<file path="src/rtl/spf_pkg.sv">
`timescale 1ns/1ps
package spf_pkg;
    localparam int ADDR_W     = 32;
    localparam int PC_W       = 32;
    localparam int IDX_W      = 4;
    localparam int ENTRIES    = 1 << IDX_W;
    localparam int TAG_W      = 8;
    localparam int MAX_STRIDE = 2048;
    localparam int STRIDE_W   = $clog2(MAX_STRIDE) + 2;
    localparam int CONF_W     = 2;

    localparam logic [CONF_W-1:0] CONF_FIRE = CONF_W'(2);
    localparam logic [CONF_W-1:0] CONF_TOP  = {CONF_W{1'b1}};

    typedef logic [ADDR_W-1:0] addr_t;
    typedef logic [PC_W-1:0]   pc_t;
    typedef logic [IDX_W-1:0]  idx_t;
    typedef logic [TAG_W-1:0]  tag_t;

    typedef struct packed {
        logic                       used;
        tag_t                       tag;
        addr_t                      last;
        logic signed [STRIDE_W-1:0] stride;
        logic [CONF_W-1:0]          conf;
    } hist_t;

    typedef enum logic [1:0] {
        UPD_ALLOC,
        UPD_RESET,
        UPD_MATCH,
        UPD_RETRAIN
    } upd_kind_t;

    function automatic idx_t pc_index(input pc_t pc);
        return pc[IDX_W-1:0];
    endfunction

    function automatic tag_t pc_tag(input pc_t pc);
        tag_t t;
        t = '0;
        for (int i = IDX_W; i < PC_W; i++) begin
            t[(i - IDX_W) % TAG_W] = t[(i - IDX_W) % TAG_W] ^ pc[i];
        end
        return t;
    endfunction
endpackage

</file>
<file path="src/rtl/spf_table.sv">
`timescale 1ns/1ps
module spf_table
    import spf_pkg::*;
(
    input  logic  clk,
    input  logic  rst,
    input  idx_t  idx,
    input  logic  wr_en,
    input  hist_t wr_data,
    output hist_t rd_data
);
    hist_t slot [ENTRIES];

    for (genvar g = 0; g < ENTRIES; g++) begin : g_slot
        always_ff @(posedge clk) begin
            if (rst) begin
                slot[g] <= '0;
            end else if (wr_en && idx == IDX_W'(g)) begin
                slot[g] <= wr_data;
            end
        end
    end

    assign rd_data = slot[idx];
endmodule

</file>
<file path="src/rtl/spf_train.sv">
`timescale 1ns/1ps
module spf_train
    import spf_pkg::*;
(
    input  logic  clk,
    input  logic  rst,
    input  logic  req_valid,
    input  pc_t   req_pc,
    input  addr_t req_addr,
    input  hist_t cur,
    output logic  wr_en,
    output hist_t wr_data,
    output logic  issue,
    output addr_t target
);
    tag_t                       tag;
    logic                       hit;
    logic signed [ADDR_W-1:0]   delta;
    logic signed [STRIDE_W-1:0] delta_s;
    logic                       in_range;
    logic                       same;
    logic [CONF_W-1:0]          conf_next;
    upd_kind_t                  kind;

    always_comb begin
        tag       = pc_tag(req_pc);
        hit       = cur.used && (cur.tag == tag);
        delta     = req_addr - cur.last;
        delta_s   = delta[STRIDE_W-1:0];
        in_range  = (delta <= MAX_STRIDE) && (delta >= -MAX_STRIDE);
        same      = (delta_s == cur.stride);
        conf_next = (cur.conf == CONF_TOP) ? CONF_TOP : cur.conf + 1'b1;

        if (!hit)           kind = UPD_ALLOC;
        else if (!in_range) kind = UPD_RESET;
        else if (same)      kind = UPD_MATCH;
        else                kind = UPD_RETRAIN;

        wr_data.used = 1'b1;
        wr_data.tag  = tag;
        wr_data.last = req_addr;
        unique case (kind)
            UPD_MATCH: begin
                wr_data.stride = cur.stride;
                wr_data.conf   = conf_next;
            end
            UPD_RETRAIN: begin
                wr_data.stride = delta_s;
                wr_data.conf   = '0;
            end
            default: begin
                wr_data.stride = '0;
                wr_data.conf   = '0;
            end
        endcase

        wr_en  = req_valid;
        issue  = req_valid && (kind == UPD_MATCH) && (conf_next >= CONF_FIRE)
                 && (cur.stride != '0);
        target = req_addr + delta;
    end

    p_alloc_silent_r2: assert property (@(posedge clk) disable iff (rst)
        (req_valid && !hit) |-> !issue);

    p_in_range_r5: assert property (@(posedge clk) disable iff (rst)
        issue |-> ((target - req_addr <= ADDR_W'(MAX_STRIDE)) ||
                   (req_addr - target <= ADDR_W'(MAX_STRIDE))));

    p_nonzero_r7: assert property (@(posedge clk) disable iff (rst)
        issue |-> (target != req_addr));
endmodule

</file>
<file path="src/rtl/spf_hold.sv">
`timescale 1ns/1ps
module spf_hold
    import spf_pkg::*;
(
    input  logic  clk,
    input  logic  rst,
    input  logic  push,
    input  addr_t push_addr,
    input  logic  pf_ready,
    output logic  pf_valid,
    output addr_t pf_addr
);
    always_ff @(posedge clk) begin
        if (rst) begin
            pf_valid <= 1'b0;
            pf_addr  <= '0;
        end else if (push) begin
            pf_valid <= 1'b1;
            pf_addr  <= push_addr;
        end else if (pf_valid && pf_ready) begin
            pf_valid <= 1'b0;
        end
    end

    p_stall_hold_r10: assert property (@(posedge clk) disable iff (rst)
        (pf_valid && !pf_ready && !push) |=> (pf_valid && $stable(pf_addr)));

    p_drain_r11: assert property (@(posedge clk) disable iff (rst)
        (pf_valid && pf_ready && !push) |=> !pf_valid);
endmodule

</file>
<file path="src/rtl/stride_prefetcher.sv">
`timescale 1ns/1ps
module stride_prefetcher
    import spf_pkg::*;
(
    input  logic              clk,
    input  logic              rst,
    input  logic              req_valid,
    input  logic [PC_W-1:0]   req_pc,
    input  logic [ADDR_W-1:0] req_addr,
    output logic              pf_valid,
    output logic [ADDR_W-1:0] pf_addr,
    input  logic              pf_ready
);
    idx_t  idx;
    hist_t cur;
    hist_t nxt;
    logic  wr_en;
    logic  issue;
    addr_t target;

    assign idx = pc_index(req_pc);

    spf_table u_table (
        .clk     (clk),
        .rst     (rst),
        .idx     (idx),
        .wr_en   (wr_en),
        .wr_data (nxt),
        .rd_data (cur)
    );

    spf_train u_train (
        .clk       (clk),
        .rst       (rst),
        .req_valid (req_valid),
        .req_pc    (req_pc),
        .req_addr  (req_addr),
        .cur       (cur),
        .wr_en     (wr_en),
        .wr_data   (nxt),
        .issue     (issue),
        .target    (target)
    );

    spf_hold u_hold (
        .clk       (clk),
        .rst       (rst),
        .push      (issue),
        .push_addr (target),
        .pf_ready  (pf_ready),
        .pf_valid  (pf_valid),
        .pf_addr   (pf_addr)
    );

    p_target_r3: assert property (@(posedge clk) disable iff (rst)
        issue |=> (pf_valid && pf_addr == $past(target)));
endmodule

</file>
<file path="config.mk">
export PLATFORM = sky130hd
export DESIGN_NAME = stride_prefetcher
export DESIGN_NICKNAME = d
export VERILOG_FILES = /design/src/rtl/spf_pkg.sv /design/src/rtl/spf_table.sv /design/src/rtl/spf_train.sv /design/src/rtl/spf_hold.sv /design/src/rtl/stride_prefetcher.sv
export SDC_FILE = /design/constraint.sdc
export NUM_CORES = 2
export LEC_CHECK = 0
export BUFFER_PORTS_ARGS = -buffer_cell sky130_fd_sc_hd__buf_2
export CAP_MARGIN = 10
export CORE_UTILIZATION = 57
export DETAILED_ROUTE_END_ITERATION = 6
export PLACE_DENSITY_LB_ADDON = 0.08
export SLEW_MARGIN = 10
export SYNTH_ARGS = -nofsm -noshare
export SYNTH_HDL_FRONTEND = slang
export SYNTH_SLANG_ARGS = --single-unit
</file>
<file path="constraint.sdc">
create_clock -name clk -period 8.5 [get_ports clk]
set_input_delay 0.425 -clock clk [delete_from_list [all_inputs] [get_ports clk]]
set_output_delay 0.425 -clock clk [all_outputs]
set_load 0.02 [all_outputs]
</file>
==> key figures <==
Outcome
  • Run status: completed

Global route
  • Vias in the first global route: 29600
  • First-pass GRT wire length: 197000 um
  • GR Overflow Total: 0
  • Global Route Usage Sum: 0.329
  • Initial antenna violation count: 4
  • Largest net degree at the start of global routing: 124

Synth
  • Cell Area, Synth: 46300 um2
  • Cell count after synthesis: 3234
  • Sequential share of the synthesized area: 0.595
  • Synth async-reset ratio: 0
  • EDFF count, synth: 895
  • Synth warnings: 0
  • Synth cell types: 86
  • Ranking of synthesized cells by area: edfxtp_1, mux4_2, and3_1
  • Top_reg_cell synth: edfxtp_1
  • Syn_area_per_cell: 14.3 um2
  • Largest area contributor in the netlist: edfxtp_1
  • Yosys top cell area share: 0.580
  • Register bit total from synthesis: 929
  • Syn_nets: 3366

STA
  • Tmin final: 6.78 ns
  • Hold_ws: 0.0455 ns
  • Max_slew headroom: 0.196
  • RSZ-0062 raised after global routing: false
  • Tcrit/Tclk final: 0.797
  • Post-Route Skew: 0.0242 ns
  • Setup TNS Final: 0 ns
  • Final hold vios: 0
  • Transition time at the pin with the least slew margin: 1.20 ns
  • Final setup violation count: 0
  • Max Fclk: 148 MHz
  • Slew Limit Fails: 0

Clocking
  • Worst skew pair latency: 0.67 ns
  • Clk buf depth: 3
  • Hold Buf Count CTS: 0
  • TritonCTS clock tree: yes
  • Clock Sinks: 929
  • Worst-path clk slew: 0.06 ns
  • Clk root buf: clkbuf_16
  • PostCTS Resize Cnt: 0
  • Htree depth: 3
  • Num CTS Buffers: 97
  • # Post-CTS Setup Buffers: 0

Setup path
  • Worst path bufs/invs: 3
  • Crit path required time: 9.05 ns
  • Crit path cell chain: buf_8 -> mux4_2 -> mux4_2 -> inv_1 -> ha_1 -> o21ai_1 -> a21oi_1 -> o311a_4 -> a31oi_4 -> xor2_4 -> inv_1 -> ha_1 -> nand2_1 -> o31ai_1 -> a41o_1 -> nand3_1 -> a211o_1 -> o31ai_1 -> o21ai_0 -> xor2_1 -> nor4_1 -> a31o_2
  • CP Launch Type: primary input
  • Critical path class: in2reg
  • CP endpoint kind: flop
  • Slowest cell on the critical path: xor2_4
  • Worst EP arrival: 7.33 ns
  • CP max stage delay: 0.69 ns
  • Critical path's top delay family: compound AO/OA/AOI/OAI gates
  • CP Max Fanout: 68

Power
  • Cell area power density: 234 nW/um2
  • Worst vdd rail ir drop: 0.000206 V
  • P_leak: 18.9 nW

Floorplan
  • Die ar.: 82400 um2
  • Top Ports: 101
  • Die X: 287 um
  • Core area: 80400 um2
  • Rows: 104
  • Initial Util: 0.576
  • Die Y: 287 um

Finish
  • Fill count: 6006
  • Total Nets Final: 3334
  • Syn-to-layout area delta: 9.56%
  • Share of layout cells above drive strength 1: 0.243
  • Final Core Density: 0.631

Job
  • Max cap viols: 0

Route
  • WL final: 135000 um
  • Drt pass-1 iters: 5
  • Number of remaining DRC errors: 0
  • Drt wl/cell: 31.1 um
  • Vias per inst: 6.89
  • Detail Route Antenna Nets: 0
  • Initial drt markers: 3536
  • Vias: 29900

Placed design
  • IO buf count: 100
  • Final Wtd Congestion: 0.939
  • Hpwl dp: 75400 um

Worst hold path
  • Min-Delay Path Class: in2reg
cells in the final DEF (no fill, tap or decap), types with 9 or more instances in the layout:
cell type  synthesis  routed
edfxtp_1         895     895
and3_1           429     428
mux4_2           265     265
nor2_1           238     235
nor3_2           122     123
clkbuf_16          0     101
buf_2             21      96
buf_4              8      88
nor3_1            75      74
inv_1             69      68
and2_1            68      65
nand2_1           65      64
nor4_1            63      63
ha_1              62      62
a21oi_1           57      57
o21ai_0           62      46
xnor2_1           51      43
xor2_1            39      37
dfxtp_1           34      34
clkinv_1           2      26
o211ai_1          24      24
a21o_1            23      23
clkbuf_1         242      23
nand4_1           21      21
nor3b_1           19      19
nand3_1           17      17
mux2i_1           17      17
o21ai_4            0      16
a31o_2            16      16
o21a_1            14      14
clkinv_2           0      14
nand2b_1          11      11
a211oi_1          10      10
xnor2_2            1       9
o21bai_1           9       9
o31ai_2            9       9
area by class of cell:
class / count / area [um2] / share of cell area
diodes: 3 / 7.51 / 0.000148
clock buffers: 129 / 2680 / 0.0529
clock inverters: 48 / 369 / 0.00727
inverters: 71 / 267 / 0.00525
multi-input cells: 1912 / 17300 / 0.340
flip-flops and latches: 929 / 27600 / 0.543
well taps: 1060 / 1330 / 0.0261
repair buffers: 191 / 1270 / 0.0250
state kept, by name, indices dropped and copies added (netlist names):
register / count
u_table.slot: 896
u_hold.pf_addr: 32
u_hold.pf_valid: 1
cell usage after synthesis (21+ instances only):
library cell,n
edfxtp_1,895
and3_1,429
mux4_2,265
clkbuf_1,242
nor2_1,238
nor3_2,122
nor3_1,75
inv_1,69
and2_1,68
nand2_1,65
nor4_1,63
ha_1,62
o21ai_0,62
a21oi_1,57
xnor2_1,51
xor2_1,39
buf_6,35
dfxtp_1,34
o211ai_1,24
a21o_1,23
buf_2,21
nand4_1,21
path summary, 6_finish.rpt:
path              slack [ns]  cells past startpoint            endpoint                 start
setup / recovery        1.72                     22  u_hold.pf_addr[30]             req_pc[0]
hold / removal          0.05                      3     u_hold.pf_valid              pf_ready
setup reg to reg        1.83                     21  u_hold.pf_addr[30]  u_table.slot[15][17]
hold reg to reg         0.48                      1   u_hold.pf_addr[2]     u_hold.pf_addr[2]
per-layer routing:
metal | wire length, um | GRT usage | up-vias | share of wire
li1 | - | - | 12500 | -
met1 | 53700 | 0.473 | 15400 | 0.40
met2 | 64500 | 0.528 | 1740 | 0.48
met3 | 13900 | 0.0525 | 205 | 0.10
met4 | 2930 | 0.0860 | 4 | 0.022
met5 | 24 | 0 | - | 0.00018
kinds of logic after synthesis:
| logic type | share of synthesized area |
|---|---|
| buf+inv | 0.0387 |
| compound gates | 0.0441 |
| fa+ha+maj | 0.0176 |
| flops | 0.595 |
| mux | 0.134 |
| xor+xnor | 0.0187 |
| simple gates | 0.152 |
tightest hold or removal path, cell delays in order:
cell,delay (ns)
buf_2,0.07
nand2b_1,0.09
a21oi_1,0.06
stage by stage:
stage | instance area [um2] | total power, mW | std cells | setup slack [ns]
global placement | 47700 | 7.74 | 4163 | 1.20
CTS | 50700 | 11.8 | 4340 | 1.82
global route | 50700 | 12.2 | 4341 | 1.36
floorplan | 46300 | 7.00 | 3234 | 0.486
detailed placement | 47700 | 7.78 | 4163 | 1.15
finish | 50800 | 11.9 | 4343 | 1.72
where the power goes:
group | total (mW) | switching [mW] | leakage, nW | internal, mW
clock | 4.12 | 1.79 | 1.50 | 2.33
sequential | 5.30 | 0.0600 | 9.11 | 5.24
combinational | 2.43 | 1.62 | 8.30 | 0.809
total | 11.9 | 3.47 | 18.9 | 8.39
Power figures use the tool's default switching activity.
